$ cat src/rtl/dmac_pkg.sv
package dmac_pkg;

    typedef enum logic [2:0] {
        ST_IDLE,
        ST_FETCH,
        ST_BEGIN,
        ST_READ,
        ST_WRITE,
        ST_FINISH
    } chan_state_e;

    localparam logic [2:0] RA_CTRL = 3'd0;
    localparam logic [2:0] RA_NEXT = 3'd1;
    localparam logic [2:0] RA_SRC  = 3'd2;
    localparam logic [2:0] RA_TGT  = 3'd3;
    localparam logic [2:0] RA_CMD  = 3'd4;

    localparam int CB_SRC_INC  = 31;
    localparam int CB_TGT_INC  = 30;
    localparam int CB_START_EN = 22;
    localparam int CB_END_EN   = 21;

    localparam int SB_RUN     = 31;
    localparam int SB_NODESC  = 30;
    localparam int SB_STOPEN  = 29;
    localparam int SB_END     = 2;
    localparam int SB_START   = 1;
    localparam int SB_BUSERR  = 0;

    function automatic logic [2:0] width_bytes(input logic [1:0] code);
        case (code)
            2'd1:    return 3'd1;
            2'd2:    return 3'd2;
            default: return 3'd4;
        endcase
    endfunction

    function automatic logic [5:0] burst_bytes(input logic [1:0] code);
        case (code)
            2'd2:    return 6'd16;
            2'd3:    return 6'd32;
            default: return 6'd8;
        endcase
    endfunction

endpackage

$ cat src/rtl/dmac_lane.sv
module dmac_lane (
    input  logic [2:0]  beat_bytes,
    input  logic [1:0]  src_lane,
    input  logic [1:0]  tgt_lane,
    input  logic [31:0] rd_word,
    input  logic [31:0] buf_word,
    output logic [3:0]  rd_be,
    output logic [3:0]  wr_be,
    output logic [31:0] rd_aligned,
    output logic [31:0] wr_word
);
    logic [3:0] span;

    always_comb begin
        case (beat_bytes)
            3'd1:    span = 4'b0001;
            3'd2:    span = 4'b0011;
            3'd3:    span = 4'b0111;
            default: span = 4'b1111;
        endcase
    end

    // addresses are aligned to the access size, so the shifted span stays in the word
    assign rd_be      = span << src_lane;
    assign wr_be      = span << tgt_lane;
    assign rd_aligned = rd_word >> {src_lane, 3'b000};
    assign wr_word    = buf_word << {tgt_lane, 3'b000};

endmodule

$ cat src/rtl/dmac_burst_buf.sv
module dmac_burst_buf #(
    parameter int DEPTH = 32,
    parameter int W     = 32,
    localparam int IW   = $clog2(DEPTH)
) (
    input  logic          clk,
    input  logic          wr_en,
    input  logic [IW-1:0] wr_idx,
    input  logic [W-1:0]  wr_data,
    input  logic [IW-1:0] rd_idx,
    output logic [W-1:0]  rd_data
);
    logic [W-1:0] store_q [DEPTH];

    always_ff @(posedge clk) begin
        if (wr_en) begin
            store_q[wr_idx] <= wr_data;
        end
    end

    assign rd_data = store_q[rd_idx];

endmodule

$ cat src/rtl/dmac_chan.sv
module dmac_chan #(
    parameter int BURST_MAX = 32
) (
    input  logic        clk,
    input  logic        rst_n,
    input  logic        reg_we,
    input  logic [2:0]  reg_addr,
    input  logic [31:0] reg_wdata,
    output logic [31:0] reg_rdata,
    output logic        mem_req,
    output logic        mem_we,
    output logic [31:0] mem_addr,
    output logic [3:0]  mem_be,
    output logic [31:0] mem_wdata,
    input  logic        mem_ack,
    input  logic        mem_err,
    input  logic [31:0] mem_rdata,
    output logic        irq
);
    import dmac_pkg::*;

    localparam int BUF_DEPTH = BURST_MAX;
    localparam int IW        = $clog2(BUF_DEPTH);
    localparam int CW        = $clog2(BURST_MAX + 1);

    typedef struct packed {
        chan_state_e     st;
        logic            run;
        logic            nodesc;
        logic            stopen;
        logic            ev_start;
        logic            ev_end;
        logic            ev_err;
        logic [31:0]     nxt;
        logic [31:0]     src;
        logic [31:0]     tgt;
        logic [31:0]     cmd;
        logic [31:0]     fbase;
        logic [1:0]      fidx;
        logic [IW-1:0]   bidx;
        logic [CW-1:0]   chunk;
        logic [CW-1:0]   left;
    } chan_t;

    chan_t q, d;

    logic [2:0]  wbytes;
    logic [12:0] cnt;
    logic [12:0] blim;
    logic [2:0]  nbeat;
    logic [12:0] cnt_after;
    logic [CW-1:0] chunk_now;
    logic [CW-1:0] chunk_after;
    logic        busy;
    logic        ok_ack;
    logic        stopped;
    logic        run;
    logic        stopen;
    logic        ev_err;
    logic        buf_we;
    logic [31:0] buf_rd;
    logic [31:0] rd_aligned;
    logic [31:0] wr_word;
    logic [3:0]  rd_be;
    logic [3:0]  wr_be;

    // ---------------- transfer arithmetic ----------------
    always_comb begin
        wbytes = width_bytes(q.cmd[15:14]);
        cnt    = q.cmd[12:0];
        if (BURST_MAX < int'(burst_bytes(q.cmd[17:16])))
            blim = 13'(BURST_MAX);
        else
            blim = 13'(burst_bytes(q.cmd[17:16]));
        if (q.left < CW'(wbytes))
            nbeat = q.left[2:0];
        else
            nbeat = wbytes;
        cnt_after   = cnt - 13'(nbeat);
        chunk_now   = (cnt < blim) ? CW'(cnt) : CW'(blim);
        chunk_after = (cnt_after < blim) ? CW'(cnt_after) : CW'(blim);
    end

    dmac_lane u_lane (
        .beat_bytes (nbeat),
        .src_lane   (q.src[1:0]),
        .tgt_lane   (q.tgt[1:0]),
        .rd_word    (mem_rdata),
        .buf_word   (buf_rd),
        .rd_be      (rd_be),
        .wr_be      (wr_be),
        .rd_aligned (rd_aligned),
        .wr_word    (wr_word)
    );

    assign buf_we = (q.st == ST_READ) && mem_ack && !mem_err;

    dmac_burst_buf #(
        .DEPTH (BUF_DEPTH),
        .W     (32)
    ) u_buf (
        .clk     (clk),
        .wr_en   (buf_we),
        .wr_idx  (q.bidx),
        .wr_data (rd_aligned),
        .rd_idx  (q.bidx),
        .rd_data (buf_rd)
    );

    // ---------------- memory port ----------------
    always_comb begin
        mem_req  = 1'b0;
        mem_we   = 1'b0;
        mem_addr = '0;
        mem_be   = '0;
        case (q.st)
            ST_FETCH: begin
                mem_req  = 1'b1;
                mem_addr = q.fbase + {28'd0, q.fidx, 2'b00};
                mem_be   = 4'hF;
            end
            ST_READ: begin
                mem_req  = 1'b1;
                mem_addr = {q.src[31:2], 2'b00};
                mem_be   = rd_be;
            end
            ST_WRITE: begin
                mem_req  = 1'b1;
                mem_we   = 1'b1;
                mem_addr = {q.tgt[31:2], 2'b00};
                mem_be   = wr_be;
            end
            default: ;
        endcase
    end

    assign mem_wdata = wr_word;
    assign busy      = (q.st != ST_IDLE);
    assign ok_ack    = mem_req && mem_ack && !mem_err;

    // ---------------- next-state ----------------
    always_comb begin
        d = q;

        // register port
        if (reg_we) begin
            case (reg_addr)
                RA_CTRL: begin
                    d.stopen = reg_wdata[SB_STOPEN];
                    if (reg_wdata[SB_END])    d.ev_end   = 1'b0;
                    if (reg_wdata[SB_START])  d.ev_start = 1'b0;
                    if (reg_wdata[SB_BUSERR]) d.ev_err   = 1'b0;
                    if (!reg_wdata[SB_RUN]) begin
                        d.run = 1'b0;
                    end
                    if (!busy) begin
                        d.nodesc = reg_wdata[SB_NODESC];
                        if (reg_wdata[SB_RUN]) begin
                            d.run = 1'b1;
                            if (reg_wdata[SB_NODESC]) begin
                                d.st = ST_BEGIN;
                            end else begin
                                d.st    = ST_FETCH;
                                d.fidx  = 2'd0;
                                d.fbase = {q.nxt[31:4], 4'b0000};
                            end
                        end
                    end
                end
                RA_NEXT: if (!busy) d.nxt = reg_wdata;
                RA_SRC:  if (!busy) d.src = reg_wdata;
                RA_TGT:  if (!busy) d.tgt = reg_wdata;
                RA_CMD:  if (!busy) d.cmd = reg_wdata;
                default: ;
            endcase
        end

        // error response ends everything
        if (mem_req && mem_ack && mem_err) begin
            d.ev_err = 1'b1;
            d.run    = 1'b0;
        end

        case (q.st)
            ST_FETCH: begin
                if (ok_ack) begin
                    case (q.fidx)
                        2'd0: d.nxt = mem_rdata;
                        2'd1: d.src = mem_rdata;
                        2'd2: d.tgt = mem_rdata;
                        default: d.cmd = mem_rdata;
                    endcase
                    if (q.fidx == 2'd3) d.st = ST_BEGIN;
                    d.fidx = q.fidx + 2'd1;
                end
            end
            ST_BEGIN: begin
                if (q.cmd[CB_START_EN]) d.ev_start = 1'b1;
                if (cnt == 13'd0) begin
                    d.st = ST_FINISH;
                end else begin
                    d.st    = ST_READ;
                    d.chunk = chunk_now;
                    d.left  = chunk_now;
                    d.bidx  = '0;
                end
            end
            ST_READ: begin
                if (ok_ack) begin
                    if (q.cmd[CB_SRC_INC]) d.src = q.src + 32'(nbeat);
                    d.bidx = q.bidx + IW'(1);
                    d.left = q.left - CW'(nbeat);
                    if (q.left == CW'(nbeat)) begin
                        d.st   = ST_WRITE;
                        d.left = q.chunk;
                        d.bidx = '0;
                    end
                end
            end
            ST_WRITE: begin
                if (ok_ack) begin
                    if (q.cmd[CB_TGT_INC]) d.tgt = q.tgt + 32'(nbeat);
                    d.cmd[12:0] = cnt_after;
                    d.bidx = q.bidx + IW'(1);
                    d.left = q.left - CW'(nbeat);
                    if (q.left == CW'(nbeat)) begin
                        if (cnt_after == 13'd0) begin
                            d.st = ST_FINISH;
                        end else begin
                            d.st    = ST_READ;
                            d.chunk = chunk_after;
                            d.left  = chunk_after;
                            d.bidx  = '0;
                        end
                    end
                end
            end
            ST_FINISH: begin
                if (q.cmd[CB_END_EN]) d.ev_end = 1'b1;
                if (q.nodesc || q.nxt[0]) begin
                    d.run = 1'b0;
                end else begin
                    d.st    = ST_FETCH;
                    d.fidx  = 2'd0;
                    d.fbase = {q.nxt[31:4], 4'b0000};
                end
            end
            default: ;
        endcase

        // leave once run is gone and no access is open
        if (busy && !d.run && (!mem_req || mem_ack)) begin
            d.st = ST_IDLE;
        end
    end

    always_ff @(posedge clk or negedge rst_n) begin
        if (!rst_n) begin
            q <= '{st: ST_IDLE, default: '0};
        end else begin
            q <= d;
        end
    end

    // ---------------- outputs ----------------
    assign stopped = (q.st == ST_IDLE);
    assign run     = q.run;
    assign stopen  = q.stopen;
    assign ev_err  = q.ev_err;
    assign irq     = q.ev_start | q.ev_end | q.ev_err | (q.stopen & stopped);

    always_comb begin
        case (reg_addr)
            RA_CTRL: reg_rdata = {q.run, q.nodesc, q.stopen, 25'd0,
                                  stopped, q.ev_end, q.ev_start, q.ev_err};
            RA_NEXT: reg_rdata = q.nxt;
            RA_SRC:  reg_rdata = q.src;
            RA_TGT:  reg_rdata = q.tgt;
            RA_CMD:  reg_rdata = q.cmd;
            default: reg_rdata = 32'd0;
        endcase
    end

endmodule

$ cat config.mk
export PLATFORM = sky130hd
export DESIGN_NAME = dmac_chan
export DESIGN_NICKNAME = d
export VERILOG_FILES = /design/src/rtl/dmac_pkg.sv /design/src/rtl/dmac_lane.sv /design/src/rtl/dmac_burst_buf.sv /design/src/rtl/dmac_chan.sv
export SDC_FILE = /design/constraint.sdc
export NUM_CORES = 2
export LEC_CHECK = 0
export ABC_CLOCK_PERIOD_IN_PS = 5200
export BUFFER_PORTS_ARGS = -buffer_cell sky130_fd_sc_hd__clkbuf_2
export CORE_MARGIN = 10
export CORE_UTILIZATION = 56
export CTS_CLUSTER_SIZE = 24
export DETAILED_ROUTE_END_ITERATION = 10
export PLACE_DENSITY = 0.81
export SETUP_SLACK_MARGIN = 0.02
export SLEW_MARGIN = 20
export SYNTH_ARGS = -nofsm -noshare
export SYNTH_HDL_FRONTEND = slang
export SYNTH_SLANG_ARGS = --single-unit
$ cat constraint.sdc
create_clock -name clk -period 5.2 [get_ports clk]
set_input_delay 1.04 -clock clk [delete_from_list [all_inputs] [get_ports clk]]
set_output_delay 1.04 -clock clk [all_outputs]
set_load 0.05 [all_outputs]
# ---- Word-level counts from Yosys, hierarchy flattened
# Memories as Yosys holds them, arrays and structs flattened.
# Index checks and enable logic that the tools add are counted.
dict set report classes {
  add_sub_neg 7
  n_lt_le_gt_ge 4
  n_eq_ne 25
  shifts 4
  muxes 84
  n_bitwise 5
  n_reduce_logical 30
}
# cell count
set op_table {}
lappend op_table {{$mux W32} 18}
lappend op_table {{$mux W171} 1}
lappend op_table {{$mux W34} 5}
lappend op_table {{$pmux W32 S5} 1}
lappend op_table {{$mux W128} 1}
lappend op_table {{$pmux W32 S2} 2}
lappend op_table {{$pmux W32 S3} 1}
lappend op_table {{$mux W17} 4}
lappend op_table {{$add A32 B3 Y32} 2}
lappend op_table {{$mux W3} 11}
lappend op_table {{$add A32 B4 Y32} 1}
lappend op_table {{$shl A32 B5 Y32} 1}
lappend op_table {{$shr A32 B5 Y32} 1}
lappend op_table {{$mux W6} 5}
lappend op_table {{$logic_not A13 Y1} 2}
lappend op_table {{$lt A13 B13 Y1} 2}
lappend op_table {{$pmux W13 S2} 1}
lappend op_table {{$pmux W4 S3} 2}
lappend op_table {{$pmux W6 S2} 2}
lappend op_table {{$mux W19} 1}
lappend op_table {{$eq A3 B2 Y1 const B} 6}
lappend op_table {{$pmux W6 S3} 1}
lappend op_table {{$mux W1} 16}
lappend op_table {{$mux W5} 3}
lappend op_table {{other kinds (36)} 69}
dict set report word_totals {
  reg_bits 188
  mem_bits_rw 1024
  inputBits 72
  output_inout_bits 103
  word_cells 176
  mem_count 1
}
# memory depth width read_ports rd_ports_with_merged_regs write_ports line
set memory_table {}
lappend memory_table {u_buf.store_q 32 32 1 0 1 dmac_burst_buf.sv:13} ;# logic [W-1:0] store_q [DEPTH];

# ---- Depth between registers and ports, before layout
dict set report depth {
  ltp_word 12
  mapped_depth 27
  depth_no_buf 24
}

# ---- By module
# From an unflattened synthesis, not the netlist that was laid out.
dict set report unflattened {
  hier_cells 4043
  area_unflattened_um2 54666.2
}
# mod instances cells_per_inst area_each_um2 seq_area_each_um2
set by_module_without_submodules {}
lappend by_module_without_submodules {dmac_burst_buf 1 2228 39852.0 30749.5}
lappend by_module_without_submodules {dmac_chan 1 1634 13670.6 4704.5}
lappend by_module_without_submodules {dmac_lane 1 181 1143.6 0.0}

# ---- Worst setup path after synthesis
# Ideal clock, no wire load.
dict set report synth_timing {
  kind {register to register}
  start {register q[65] in the netlist's numbering}
  end {register q[2] in the netlist's numbering}
  setup_time_ps 126
  t_arrival_ps 5274
  t_required_ps 5074
  path_slack_ps -200
  path_stages_with_launch 25
  n_path_buf 3
  period_less_slack_ps 5400
  cell_sequence {dfrtp_1 inv_1 ha_1 clkbuf_1 inv_1 ha_1 or3b_2 clkbuf_1 a21o_4 buf_6 nand2_1 a21boi_0 inv_1 ha_1 a2111o_1 o311ai_1 a21oi_1 o21ai_1 xnor2_1 ha_1 nor3_1 a211oi_2 nor3_1 a22o_1 a221o_1}
}
dict set report synth_between {
  elab_chain_cells 11
  elab_cells_between_ends 17
  classes_between {add/sub: 2; order compare: 2; eq/ne: 3; mux: 9; reduce/logical: 1}
}
# element line
set synth_lines {}
lappend synth_lines {{from (decl)} dmac_chan.sv:45} ;# chan_t q, d;
lappend synth_lines {{from (signal assigned)} dmac_chan.sv:259} ;# q <= '{st: ST_IDLE, default: '0};
lappend synth_lines {{from (signal assigned)} dmac_chan.sv:261} ;# q <= d;
lappend synth_lines {{$eq A2 B2 Y1 / $eq A2 B1 Y1 (equally long branches)} dmac_pkg.sv:31} ;# case (code)
lappend synth_lines {{$pmux W3 S2 (*)} dmac_pkg.sv:31}
lappend synth_lines {{$lt A6 B3 Y1} dmac_chan.sv:75} ;# if (q.left < CW'(wbytes))
lappend synth_lines {{$mux W3 (*)} dmac_chan.sv:75}
lappend synth_lines {{$sub A13 B3 Y13} dmac_chan.sv:79} ;# cnt_after = cnt - 13'(nbeat);
lappend synth_lines {{$lt A13 B13 Y1} dmac_chan.sv:81} ;# chunk_after = (cnt_after < blim) ? CW'(cnt_after) : CW'(blim);
lappend synth_lines {{$mux W6} dmac_chan.sv:81}
lappend synth_lines {{$mux W17} dmac_chan.sv:227} ;# if (cnt_after == 13'd0) begin
lappend synth_lines {{$mux W17} dmac_chan.sv:226} ;# if (q.left == CW'(nbeat)) begin
lappend synth_lines {{$mux W17} dmac_chan.sv:221} ;# if (ok_ack) begin
lappend synth_lines {{$pmux W6 S3 (*)} dmac_chan.sv:184} ;# case (q.st)
# Every way passes the cells marked *; elsewhere a longest branch is shown, timed or not. The select of a mux whose other input is x is not followed.
# A chain may end at the register's enable or synchronous reset.

# ---- Final worst setup path
dict set report layout_timing {
  start {register q[14] in the netlist's numbering}
  end {output mem_wdata[26]}
}
dict set report layout_between {
  elab_chain_cells 2
}
# element line
set layout_lines {}
lappend layout_lines {{$mem_v2 Z32 W32} n/a}
lappend layout_lines {{$shl A32 B5 Y32} dmac_lane.sv:27} ;# assign wr_word = buf_word << {tgt_lane, 3'b000};
lappend layout_lines {{to (decl)} dmac_chan.sv:14} ;# output logic [31:0] mem_wdata,
# No other way between the ends.

==> metrics.cfg <==
[place]
io_buffers=174
placed_area_um2=57200
dpl.hpwl_um=98900
finalWeightedCongestion=0.966

[synthesis]
seq_area_frac_synth_pct=66.5
synth_most_common_cell=edfxtp_1
synth_compound_area_share_pct=8.35
post_synth_xor_area_fraction_pct=1.61
ys_warn_count=0
ys_top_cells_by_count=edfxtp_1, nand2_1, mux4_2
ys.flop_type=edfxtp_1
syn_area_um2=53300
synthAdderAreaFrac_pct=0.790
syn_area_per_cell_um2=15.6
synth_simple_gate_area_share_pct=5.92
synth_top_family_by_area=multiplexers
yosysTopAreaCellShare_pct=57.6
syn_inst=3418
synthMuxAreaShare_pct=14.9
synth_nets=3521
synth_edf_count=1024
synthDistinctLibCells=85
synth.area.top_cells=edfxtp_1, mux4_2, dfrtp_1, mux2i_1, a22oi_1
yosys_register_bits=1212
synth_largest_area_cell=edfxtp_1
async_flop_share_pct=15.5

[hold_path]
hold_class=in -> async

[grt]
gr-usage-all-layers_pct=30.2
grt_pass1_wl_um=239000
grt_max_degree=114
grt_pass1_vias=34900
antenna_found_initial=4
grt-ovfl-total=0

[worst_setup_path]
crit_path_start_kind=register
crit_type=reg -> out
cp_max_fo=20
crit_required_ns=4.16
end_kind=output port
arrival_ns=4.09

[clock_network]
clock_latency_ns=0.76
cts_made_buffers=117
cts_hold_buf=0
clockBufferDepth=3
cts.htree.levels=3
cts_root_buf=clkbuf_16
cts_num_sinks=1212
cts_tree=yes
cts.clk_slew.worst_paths_ns=0.07

[timing]
tightest_slew_ns=1.05
relSlewSlack_pct=30.0
setup_viol=0
rsz0062_at_grt=false
fin_crit_sh_pct=98.7
clock_skew_ns=0.0629
final-hold-violation-count=0
period_needed_ns=5.13
finalSetupTns_ns=0
slew_violations=0
fmax_mhz=195

[die]
start_util_pct=56.3
std_cell_rows=113
fp.dieW_um=329
core_um2=94700
io_pins=175
die_area_um2=108000
die_h_um=329

[finish]
stdcell_area_um2=61500
drive_gt1_share_pct=25.4
area_growth_pct=15.3
nets=3745

[routing]
vias=35300
avgViaCountPerCell=7.04
ant_nets=0
wl_per_cell_um=33.1
drt_iter0_markers=5618
dr.pass1.iters=6
drc=0
totalWireLength_um=166000

[flow_run]
maxCapViolCount=0

[power]
leakage_nw=21.3
p_per_area_nw_per_um2=558
ir_worst_vdd_mv=0.349

[run_status]
outcome=finished, final reports clean

==> metal layers <==
metal / vias to the layer above / wire [um] / GRT usage, % / part of all wire [%]
li1: 14000 / - / - / -
met4: 6 / 9780 / 15.0 / 5.9
met1: 17600 / 56400 / 38.6 / 34
met5: - / 41 / 0 / 0.025
met3: 607 / 21800 / 8.21 / 13
met2: 3039 / 78000 / 47.4 / 47
==> repair_timing <==
action                     4_1_cts  5_1_grt
gates resized for setup          2       22
pin swaps                        0        5
cloned                           0        1
setup buffers                    2       10
setup endpoints to repair        7       23
==> cell usage in the layout (no fill, tap or decap), types with 16 or more instances in the layout <==
cell,count
edfxtp_1,1024
nand2_1,282
mux4_2,257
dfrtp_1,183
mux2i_1,160
a22oi_1,155
clkbuf_2,150
nor2_1,145
o21ai_0,143
buf_4,125
clkbuf_16,118
a21oi_1,86
xor2_1,60
o221ai_1,56
buf_12,55
mux2_2,49
nand3_1,38
nor2_4,37
xnor2_1,36
inv_1,33
clkinv_2,29
ha_1,28
and3_1,27
o211ai_1,27
a22o_1,27
nand4_1,26
nor3_1,25
clkinv_1,21
nor2b_1,21
and2_1,16
o22ai_1,16
clkbuf_1,16
bufinv_16,16
==> where the power goes <==
| group | total, W | leakage, nW | internal [W] | switching [W] |
|---|---|---|---|---|
| sequential | 0.0131 | 11.6 | 0.0120 | 0.00110 |
| combinational | 0.0123 | 7.75 | 0.00441 | 0.00787 |
| clock | 0.00891 | 1.95 | 0.00502 | 0.00389 |
| total | 0.0343 | 21.3 | 0.0215 | 0.0129 |
==> cell type report <==
type,count,area (um^2)
Clock buffer,137,3040
Inverter,39,149
Clock inverter,84,985
Fill cell,6213,33200
Timing Repair Buffer,335,2880
Sequential cell,1212,35500
Antenna cell,2,5.00
Multi-Input combinational cell,1937,17400
Tap cell,1265,1580
==> metrics by stage <==
| step | power, W | instances | hold WS [ns] | worst slack, ns | util (%) |
|---|---|---|---|---|---|
| 6_report | 0.0343 | 5011 | 0.451 | 0.0700 | 64.9 |
| 5_1_grt | 0.0355 | 5009 | 0.497 | 0.0173 | 64.9 |
| 4_1_cts | 0.0339 | 4998 | 0.480 | 0.0308 | 64.6 |
| 3_5_place_dp | 0.0249 | 4775 | 0.481 | 0.0623 | 60.3 |
| 3_3_place_gp | 0.0246 | 4775 | 0.475 | 0.122 | 60.3 |
| 2_1_floorplan | 0.0204 | 3418 | 0.460 | 0.0384 | - |
==> kinds of logic after synthesis <==
kind of cell	count (synthesis)
simple gates	694
fa+ha+maj	32
mux	467
compound gates	647
xor+xnor	97
buf+inv	269
flops	1212
==> worst paths after layout <==
kind	from	cells past startpoint	slack, ns	to
min in group clk	q[20]$_DFF_PN0_	2	0.50	q[20]$_DFF_PN0_
setup reg to reg	q[66]$_DFF_PN0_	22	0.31	q[8]$_DFFE_PN0P_
setup / recovery	q[14]$_DFFE_PN0P_	11	0.07	mem_wdata[26]
max in group asynchronous	rst_n	2	3.51	q[87]$_DFF_PN0_
hold / removal	rst_n	1	0.45	q[66]$_DFF_PN0_
hold reg to reg	q[20]$_DFF_PN0_	2	0.50	q[20]$_DFF_PN0_
==> flip-flops by register name, summed over array words and instances (netlist names) <==
name and cells:
u_buf.store_q 1024, run 1, stopen 1, cnt 13
ev_err 1, q 172
==> critical path: stages (launching register included) <==
cell,delay [ns]
dfrtp_1,0.48
buf_4,0.37
nor2_1,0.11
and2_1,0.45
buf_12,0.31
a22o_1,0.22
a221oi_1,0.24
nand3_1,0.32
nor2_1,0.23
o21ai_0,0.15
a21boi_0,0.22
buf_12,0.22
Note: power is estimated with default switching activity, not from simulation.
